===== config.mk =====
export PLATFORM = sky130hd
export DESIGN_NAME = sflash_dual_rd_resp
export DESIGN_NICKNAME = d
export VERILOG_FILES = /design/src/rtl/sfr_pkg.sv /design/src/rtl/sfr_sync_edge.sv /design/src/rtl/sfr_cmd_ctrl.sv /design/src/rtl/sfr_out_ser.sv /design/src/rtl/sflash_dual_rd_resp.sv
export SDC_FILE = /design/constraint.sdc
export NUM_CORES = 1
export LEC_CHECK = 0
export BUFFER_PORTS_ARGS = -buffer_cell sky130_fd_sc_hd__buf_4
export CORE_MARGIN = 8
export CORE_UTILIZATION = 50
export CTS_CLUSTER_DIAMETER = 120
export CTS_CLUSTER_SIZE = 30
export DETAILED_ROUTE_END_ITERATION = 12
export PLACE_DENSITY = 0.77
export SLEW_MARGIN = 10
export SYNTH_ARGS = -nofsm -noshare
export SYNTH_HDL_FRONTEND = slang
export SYNTH_HIERARCHICAL = 1
export SYNTH_SLANG_ARGS = --single-unit

===== constraint.sdc =====
create_clock -name clk -period 5 [get_ports clk]
set_input_delay 0.5 -clock clk [delete_from_list [all_inputs] [get_ports clk]]
set_output_delay 0.5 -clock clk [all_outputs]
set_load 0.02 [all_outputs]

===== src/rtl/sfr_pkg.sv =====
package sfr_pkg;
  typedef enum logic [2:0] {
    ST_IDLE,
    ST_OPC,
    ST_ADDR,
    ST_DUMMY,
    ST_DATA,
    ST_SKIP
  } sfr_state_e;

  localparam logic [7:0] CMD_READ_X1 = 8'h03;
  localparam logic [7:0] CMD_READ_X2 = 8'h3B;
endpackage


===== src/rtl/sfr_sync_edge.sv =====
module sfr_sync_edge #(
  parameter int WIDTH  = 3,
  parameter int STAGES = 2
) (
  input  logic             clk,
  input  logic             rst,
  input  logic [WIDTH-1:0] din,
  output logic [WIDTH-1:0] level,
  output logic [WIDTH-1:0] rise,
  output logic [WIDTH-1:0] fall
);
  for (genvar g = 0; g < WIDTH; g++) begin : g_ch
    logic [STAGES:0] pipe;
    always_ff @(posedge clk) begin
      if (rst) pipe <= '0;
      else     pipe <= {pipe[STAGES-1:0], din[g]};
    end
    assign level[g] = pipe[STAGES-1];
    assign rise[g]  = pipe[STAGES-1] & ~pipe[STAGES];
    assign fall[g]  = ~pipe[STAGES-1] & pipe[STAGES];
  end
endmodule


===== src/rtl/sfr_cmd_ctrl.sv =====
module sfr_cmd_ctrl
  import sfr_pkg::*;
#(
  parameter int ARRAY_AW = 21,
  parameter int CMD_AW   = 24
) (
  input  logic                clk,
  input  logic                rst,
  input  logic                cs_hi,
  input  logic                cs_fall,
  input  logic                sck_rise,
  input  logic                sck_fall,
  input  logic                si_s,
  output logic                mem_rd_en,
  output logic [ARRAY_AW-1:0] mem_addr,
  input  logic [7:0]          mem_rdata,
  output logic                ld_byte,
  output logic                sh_bits,
  output logic                dual,
  output logic [7:0]          nxt_byte
);
  localparam int CW = $clog2(CMD_AW + 1);

  sfr_state_e          state;
  logic [CW-1:0]       cnt;
  logic [CMD_AW-1:0]   shreg;
  logic [2:0]          pair;
  logic                rd_vld;
  logic [7:0]          opc_now;
  logic                active;

  assign opc_now  = {shreg[6:0], si_s};
  assign active   = ~cs_hi & ~cs_fall & sck_fall & (state == ST_DATA);
  assign ld_byte  = active & (pair == 3'd0);
  assign sh_bits  = active & (pair != 3'd0);

  always_ff @(posedge clk) begin
    if (rst) begin
      state     <= ST_IDLE;
      cnt       <= '0;
      shreg     <= '0;
      pair      <= '0;
      dual      <= 1'b0;
      mem_addr  <= '0;
      mem_rd_en <= 1'b0;
      rd_vld    <= 1'b0;
      nxt_byte  <= '0;
    end else begin
      mem_rd_en <= 1'b0;
      rd_vld    <= mem_rd_en;
      if (rd_vld)    nxt_byte <= mem_rdata;
      if (mem_rd_en) mem_addr <= mem_addr + 1'b1;
      if (cs_hi) begin
        state <= ST_IDLE;
      end else if (cs_fall) begin
        state <= ST_OPC;
        cnt   <= '0;
        pair  <= '0;
      end else if (sck_rise) begin
        case (state)
          ST_OPC: begin
            shreg <= {shreg[CMD_AW-2:0], si_s};
            cnt   <= cnt + 1'b1;
            if (cnt == CW'(7)) begin
              cnt <= '0;
              if (opc_now == CMD_READ_X1) begin
                state <= ST_ADDR;
                dual  <= 1'b0;
              end else if (opc_now == CMD_READ_X2) begin
                state <= ST_ADDR;
                dual  <= 1'b1;
              end else begin
                state <= ST_SKIP;
              end
            end
          end
          ST_ADDR: begin
            shreg <= {shreg[CMD_AW-2:0], si_s};
            cnt   <= cnt + 1'b1;
            if (cnt == CW'(CMD_AW - 1)) begin
              cnt       <= '0;
              pair      <= '0;
              mem_addr  <= {shreg[ARRAY_AW-2:0], si_s};
              mem_rd_en <= 1'b1;
              state     <= dual ? ST_DUMMY : ST_DATA;
            end
          end
          ST_DUMMY: begin
            cnt <= cnt + 1'b1;
            if (cnt == CW'(7)) begin
              cnt   <= '0;
              state <= ST_DATA;
            end
          end
          default: ;
        endcase
      end else if (active) begin
        if (ld_byte) mem_rd_en <= 1'b1;
        if (dual) pair <= {1'b0, pair[1:0] + 2'd1};
        else      pair <= pair + 3'd1;
      end
    end
  end

  assert_skip_no_read_R8: assert property (@(posedge clk) disable iff (rst)
    (state == ST_SKIP) |-> !mem_rd_en);
  assert_rd_pulse_R9: assert property (@(posedge clk) disable iff (rst)
    mem_rd_en |=> !mem_rd_en);
  assert_idle_no_read_R7: assert property (@(posedge clk) disable iff (rst)
    $past(cs_hi) && cs_hi |-> !mem_rd_en);
endmodule


===== src/rtl/sfr_out_ser.sv =====
module sfr_out_ser (
  input  logic       clk,
  input  logic       rst,
  input  logic       load,
  input  logic       shift,
  input  logic       dual,
  input  logic       oe_clr,
  input  logic [7:0] din,
  output logic       io1_out,
  output logic       io0_out,
  output logic       io1_oe,
  output logic       io0_oe
);
  logic [7:0] sreg;

  always_ff @(posedge clk) begin
    if (rst) begin
      sreg    <= '0;
      io1_out <= 1'b0;
      io0_out <= 1'b0;
      io1_oe  <= 1'b0;
      io0_oe  <= 1'b0;
    end else begin
      if (load) begin
        io1_out <= din[7];
        io0_out <= din[6];
        sreg    <= dual ? {din[5:0], 2'b00} : {din[6:0], 1'b0};
      end else if (shift) begin
        io1_out <= sreg[7];
        io0_out <= sreg[6];
        sreg    <= dual ? {sreg[5:0], 2'b00} : {sreg[6:0], 1'b0};
      end
      if (oe_clr) begin
        io1_oe <= 1'b0;
        io0_oe <= 1'b0;
      end else if (load) begin
        io1_oe <= 1'b1;
        io0_oe <= dual;
      end
    end
  end

  assert_oe_release_R7: assert property (@(posedge clk) disable iff (rst)
    oe_clr |=> !io1_oe && !io0_oe);
  assert_io0_needs_io1_R3: assert property (@(posedge clk) disable iff (rst)
    io0_oe |-> io1_oe);
  assert_single_io0_off_R2: assert property (@(posedge clk) disable iff (rst)
    (io1_oe && !dual) |-> !io0_oe);
  assert_out_after_fall_R2: assert property (@(posedge clk) disable iff (rst)
    !$stable({io1_out, io0_out}) |-> $past(load || shift));
endmodule


===== src/rtl/sflash_dual_rd_resp.sv =====
module sflash_dual_rd_resp #(
  parameter int ARRAY_AW    = 21,
  parameter int CMD_AW      = 24,
  parameter int SYNC_STAGES = 2
) (
  input  logic                clk,
  input  logic                rst,
  input  logic                cs_n,
  input  logic                sck,
  input  logic                si,
  output logic                mem_rd_en,
  output logic [ARRAY_AW-1:0] mem_addr,
  input  logic [7:0]          mem_rdata,
  output logic                io1_out,
  output logic                io1_oe,
  output logic                io0_out,
  output logic                io0_oe
);
  logic [2:0] lvl, rse, fll;
  logic       ld_byte, sh_bits, dual;
  logic [7:0] nxt_byte;

  sfr_sync_edge #(.WIDTH(3), .STAGES(SYNC_STAGES)) u_sync (
    .clk(clk), .rst(rst), .din({si, sck, cs_n}),
    .level(lvl), .rise(rse), .fall(fll)
  );

  sfr_cmd_ctrl #(.ARRAY_AW(ARRAY_AW), .CMD_AW(CMD_AW)) u_ctrl (
    .clk(clk), .rst(rst),
    .cs_hi(lvl[0]), .cs_fall(fll[0]),
    .sck_rise(rse[1]), .sck_fall(fll[1]), .si_s(lvl[2]),
    .mem_rd_en(mem_rd_en), .mem_addr(mem_addr), .mem_rdata(mem_rdata),
    .ld_byte(ld_byte), .sh_bits(sh_bits), .dual(dual), .nxt_byte(nxt_byte)
  );

  sfr_out_ser u_ser (
    .clk(clk), .rst(rst), .load(ld_byte), .shift(sh_bits), .dual(dual),
    .oe_clr(lvl[0]), .din(nxt_byte),
    .io1_out(io1_out), .io0_out(io0_out), .io1_oe(io1_oe), .io0_oe(io0_oe)
  );
endmodule


==> metrics.md <==
| Metric | Value |
|---|---|
| GR Overflow Total | 0 |
| Worst min-delay path endpoint | u_sync/g_ch[1].pipe[0]$_SDFF_PP0_ |
| DR vias | around 3000 |
| Critical path, cell by cell | nor2b_1 -> nor2_1 -> nand2_1 -> nor3b_2 -> mux4_1 -> mux2i_1 -> nor2_1 |
| Hold Path Depth | 2 |
| Initial antenna violation count | 0 |
| Die X | between 100 and 150 µm |
| Core area | between 0.007 and 0.008 mm² |
| Crit path required time | 5.19 ns |
| Layout Utilization | 0.578 |
| Fin. max-slew vios | 0 |
| Hold_sp | sck |
| Worst Path Arrival | between 3 and 4 ns |
| Register Area | 0.00164 mm² |
| Post CTS Setup Buffer Count | 0 |
| Design area | between 0.004 and 0.005 mm² |
| Switching portion of total power | 0.211 |
| RR Startpoint | u_sync/g_ch[0].pipe[1]$_SDFF_PP0_ |
| Number of fill cells | just under 700 |
| Max Cap Viol | 0 |
| Max Fanout on Critical Path | 18 |
| Syn_nets | ~440 |
| Reg-to-Reg End | u_ser/sreg[7]$_SDFFE_PP0P_ |
| I/O Buffers | 38 |
| Starting Density | 0.513 |
| Leakage | ~0.0017 µW |
| Setup crit end kind | register |
| Post-DP HPWL | roughly 5.2 mm |
| Startpoint Class | register |
| CTS tree | yes |
| Logic pwr share | 0.026 |
| Antenna-violating nets left | 0 |
| Area of the multi-input gates | around 0.0021 mm² |
| Reg clk slew, reported paths | 0.08 ns |
| Most used cell, CP | nor2_1 |
| Largest net degree at the start of global routing | 80 |
| Layout cells sized above 1 | 0.177 |
| Vias in the first global route | between 3000 and 4000 |
| Final Hold Viols | 0 |
| Sequential power share | 0.547 |
| CTS Buf Count | 9 |
| Status | finished clean |
| Worst-skew pair later-pin latency | between 0.3 and 0.4 ns |
| Fmax | between 300 and 400 MHz |
| Final setup vio count | 0 |
| HP Class | primary input to register |
| Max VDD drop | just over 300 µV |
| Deepest clock path buffer count | 2 |
| Worst Setup Path Type | register to register |
| NumNets Final | approximately 460 |
| Crit path max-delay cell type | nor3b_2 |
| Slew HR | 0.344 |
| First-pass GRT wire length | 13.7 mm |
| Syn avg cell area | approximately 9.3 µm² |
| Die Ht | approximately 100 µm |
| I/O pin cnt | 39 |
| ANT cells | 0 |
| P&R area growth vs syn | 12.7% |
| FF-to-FF path depth | 7 |
| Post-Synthesis Cell Area | a little under 0.004 mm² |
| Setup_tns | 0 ns |
| Post-cts resize count | 0 |
| CTS H-tree depth | 3 |
| RSZ-0062 raised after global routing | no |
| Synth Warn # | 6 |
| DRC errors left | 0 |
| Vias per cell | around 5.5 |
| Power Total | 1200 µW |
| TritonRoute pass-1 iters | 4 |
| # hold bufs at CTS | 0 |
| Switching power total | around 250 µW |
| Clock Skews | 0.0110 ns |
| Routed len/inst | around 14 µm |
| Worst Max-Slew Pin Slew | 0.980 ns |
| Finished Layout Cells | around 550 |
| CP peak stage delay | about 0.83 ns |
| Die ar. | about 0.011 mm² |
| Final wirelength | a little under 8 mm |
| Post-Place Cell Area | around 0.0042 mm² |
| Fin crit period | 3.21 ns |
| Pwr/cell area | roughly 270 mW/mm² |
| Clk pwr share | 0.427 |
| GRT Overall Usage | 0.146 |
| GP Congestion | between 0.8 and 0.9 |
| Synth Instances | 420 |
| FP Rows | 32 |
| Flop-to-flop setup slack | about 1.8 ns |
| Initial DRC count | between 150 and 200 |
| P_int | around 950 µW |
| CTS Sinks | between 80 and 90 |
| Final worst path period share | 0.643 |
| Placed cells | between 500 and 600 |
| Clock Tree Root | clkbuf_8 |
## stage by stage
step	hold slack (ns)	setup WS, ns
after global placement	0.419	1.95
after floorplan	0.414	2.70
final	0.374	1.79
after CTS	0.352	1.82
after detailed placement	0.432	1.82
after global routing	0.354	1.55
## final cells by class
cell class              instances  share of cell area
inverters                       9             0.00764
repair buffers                 39              0.0662
multi-input cells             301               0.477
flip-flops and latches         82               0.371
clock inverters                 6              0.0201
clock buffers                  10              0.0289
well taps                     102              0.0289
## worst max-delay path, delay by kind of cell, from the launching register on
family / cells / cell delay [ns]
and+or+nand+nor: 5 / 1.62
muxes: 2 / 0.78
DFF: 1 / 0.66
## per-layer routing
layer	track usage	share of wire	routed length, µm
met1	0.180	0.50	3880
met2	0.231	0.44	3440
met3	0.0528	0.049	378
met4	0.0520	0.0099	77
met5	0	0	0
## registers in the layout, indices dropped and copies added, names as in the netlist
register and cells:
u_ctrl/nxt_byte 8, u_ser/io1_oe 1, u_ser/io1_out 1, u_ctrl/shreg 20, u_ctrl/mem_addr 21, u_ctrl/state 3
u_ctrl/cnt 5, u_sync/g_ch.pipe 8, u_ctrl/dual 1, u_ser/io0_out 1, u_ctrl/pair 3, u_ctrl/mem_rd_en 1
u_ser/io0_oe 1, u_ctrl/rd_vld 1, u_ser/sreg 7
## power groups by stage
stage                     sequential (µW)  combinational [µW]  clock [µW]
final                                 659                31.6         515
after global routing                  659                34.8         560
after CTS                             659                31.8         530
after detailed placement              674                31.6           0
after global placement                674                31.1           0
after floorplan                       672                23.0           0
## worst max-delay path by stage
stage                                            startpoint                         end  slack, ns  depth (start not counted)
final                     u_sync/g_ch[0].pipe[1]$_SDFF_PP0_  u_ser/sreg[7]$_SDFFE_PP0P_       1.79                          7
after global routing      u_sync/g_ch[0].pipe[1]$_SDFF_PP0_  u_ser/sreg[7]$_SDFFE_PP0P_       1.55                          7
after CTS                 u_sync/g_ch[0].pipe[1]$_SDFF_PP0_  u_ser/sreg[7]$_SDFFE_PP0P_       1.82                          7
after detailed placement  u_sync/g_ch[0].pipe[1]$_SDFF_PP0_  u_ser/sreg[7]$_SDFFE_PP0P_       1.82                          7
after global placement    u_sync/g_ch[0].pipe[1]$_SDFF_PP0_  u_ser/sreg[7]$_SDFFE_PP0P_       1.95                          7
after floorplan                u_ctrl/state[0]$_SDFFE_PP0P_  u_ser/sreg[7]$_SDFFE_PP0P_       2.70                          7
## layout by cell type, fill, tap and decap left out, types with 4 or more instances in the layout
cell type / instances
buf_4: 39
and4_1: 4
and3_1: 5
and2_1: 4
o21ai_0: 5
nand3b_1: 4
mux2i_1: 40
nor2_1: 67
a211oi_2: 10
nor4_1: 7
xor2_1: 6
clkbuf_8: 9
nor3_1: 13
xnor2_1: 10
nand2_1: 9
ha_1: 4
a211oi_1: 9
nor2b_1: 16
nand3_1: 10
dfxtp_1: 82
inv_1: 9
a21oi_1: 11
nand4_1: 10
No activity file was read; power rests on OpenSTA's default activity.
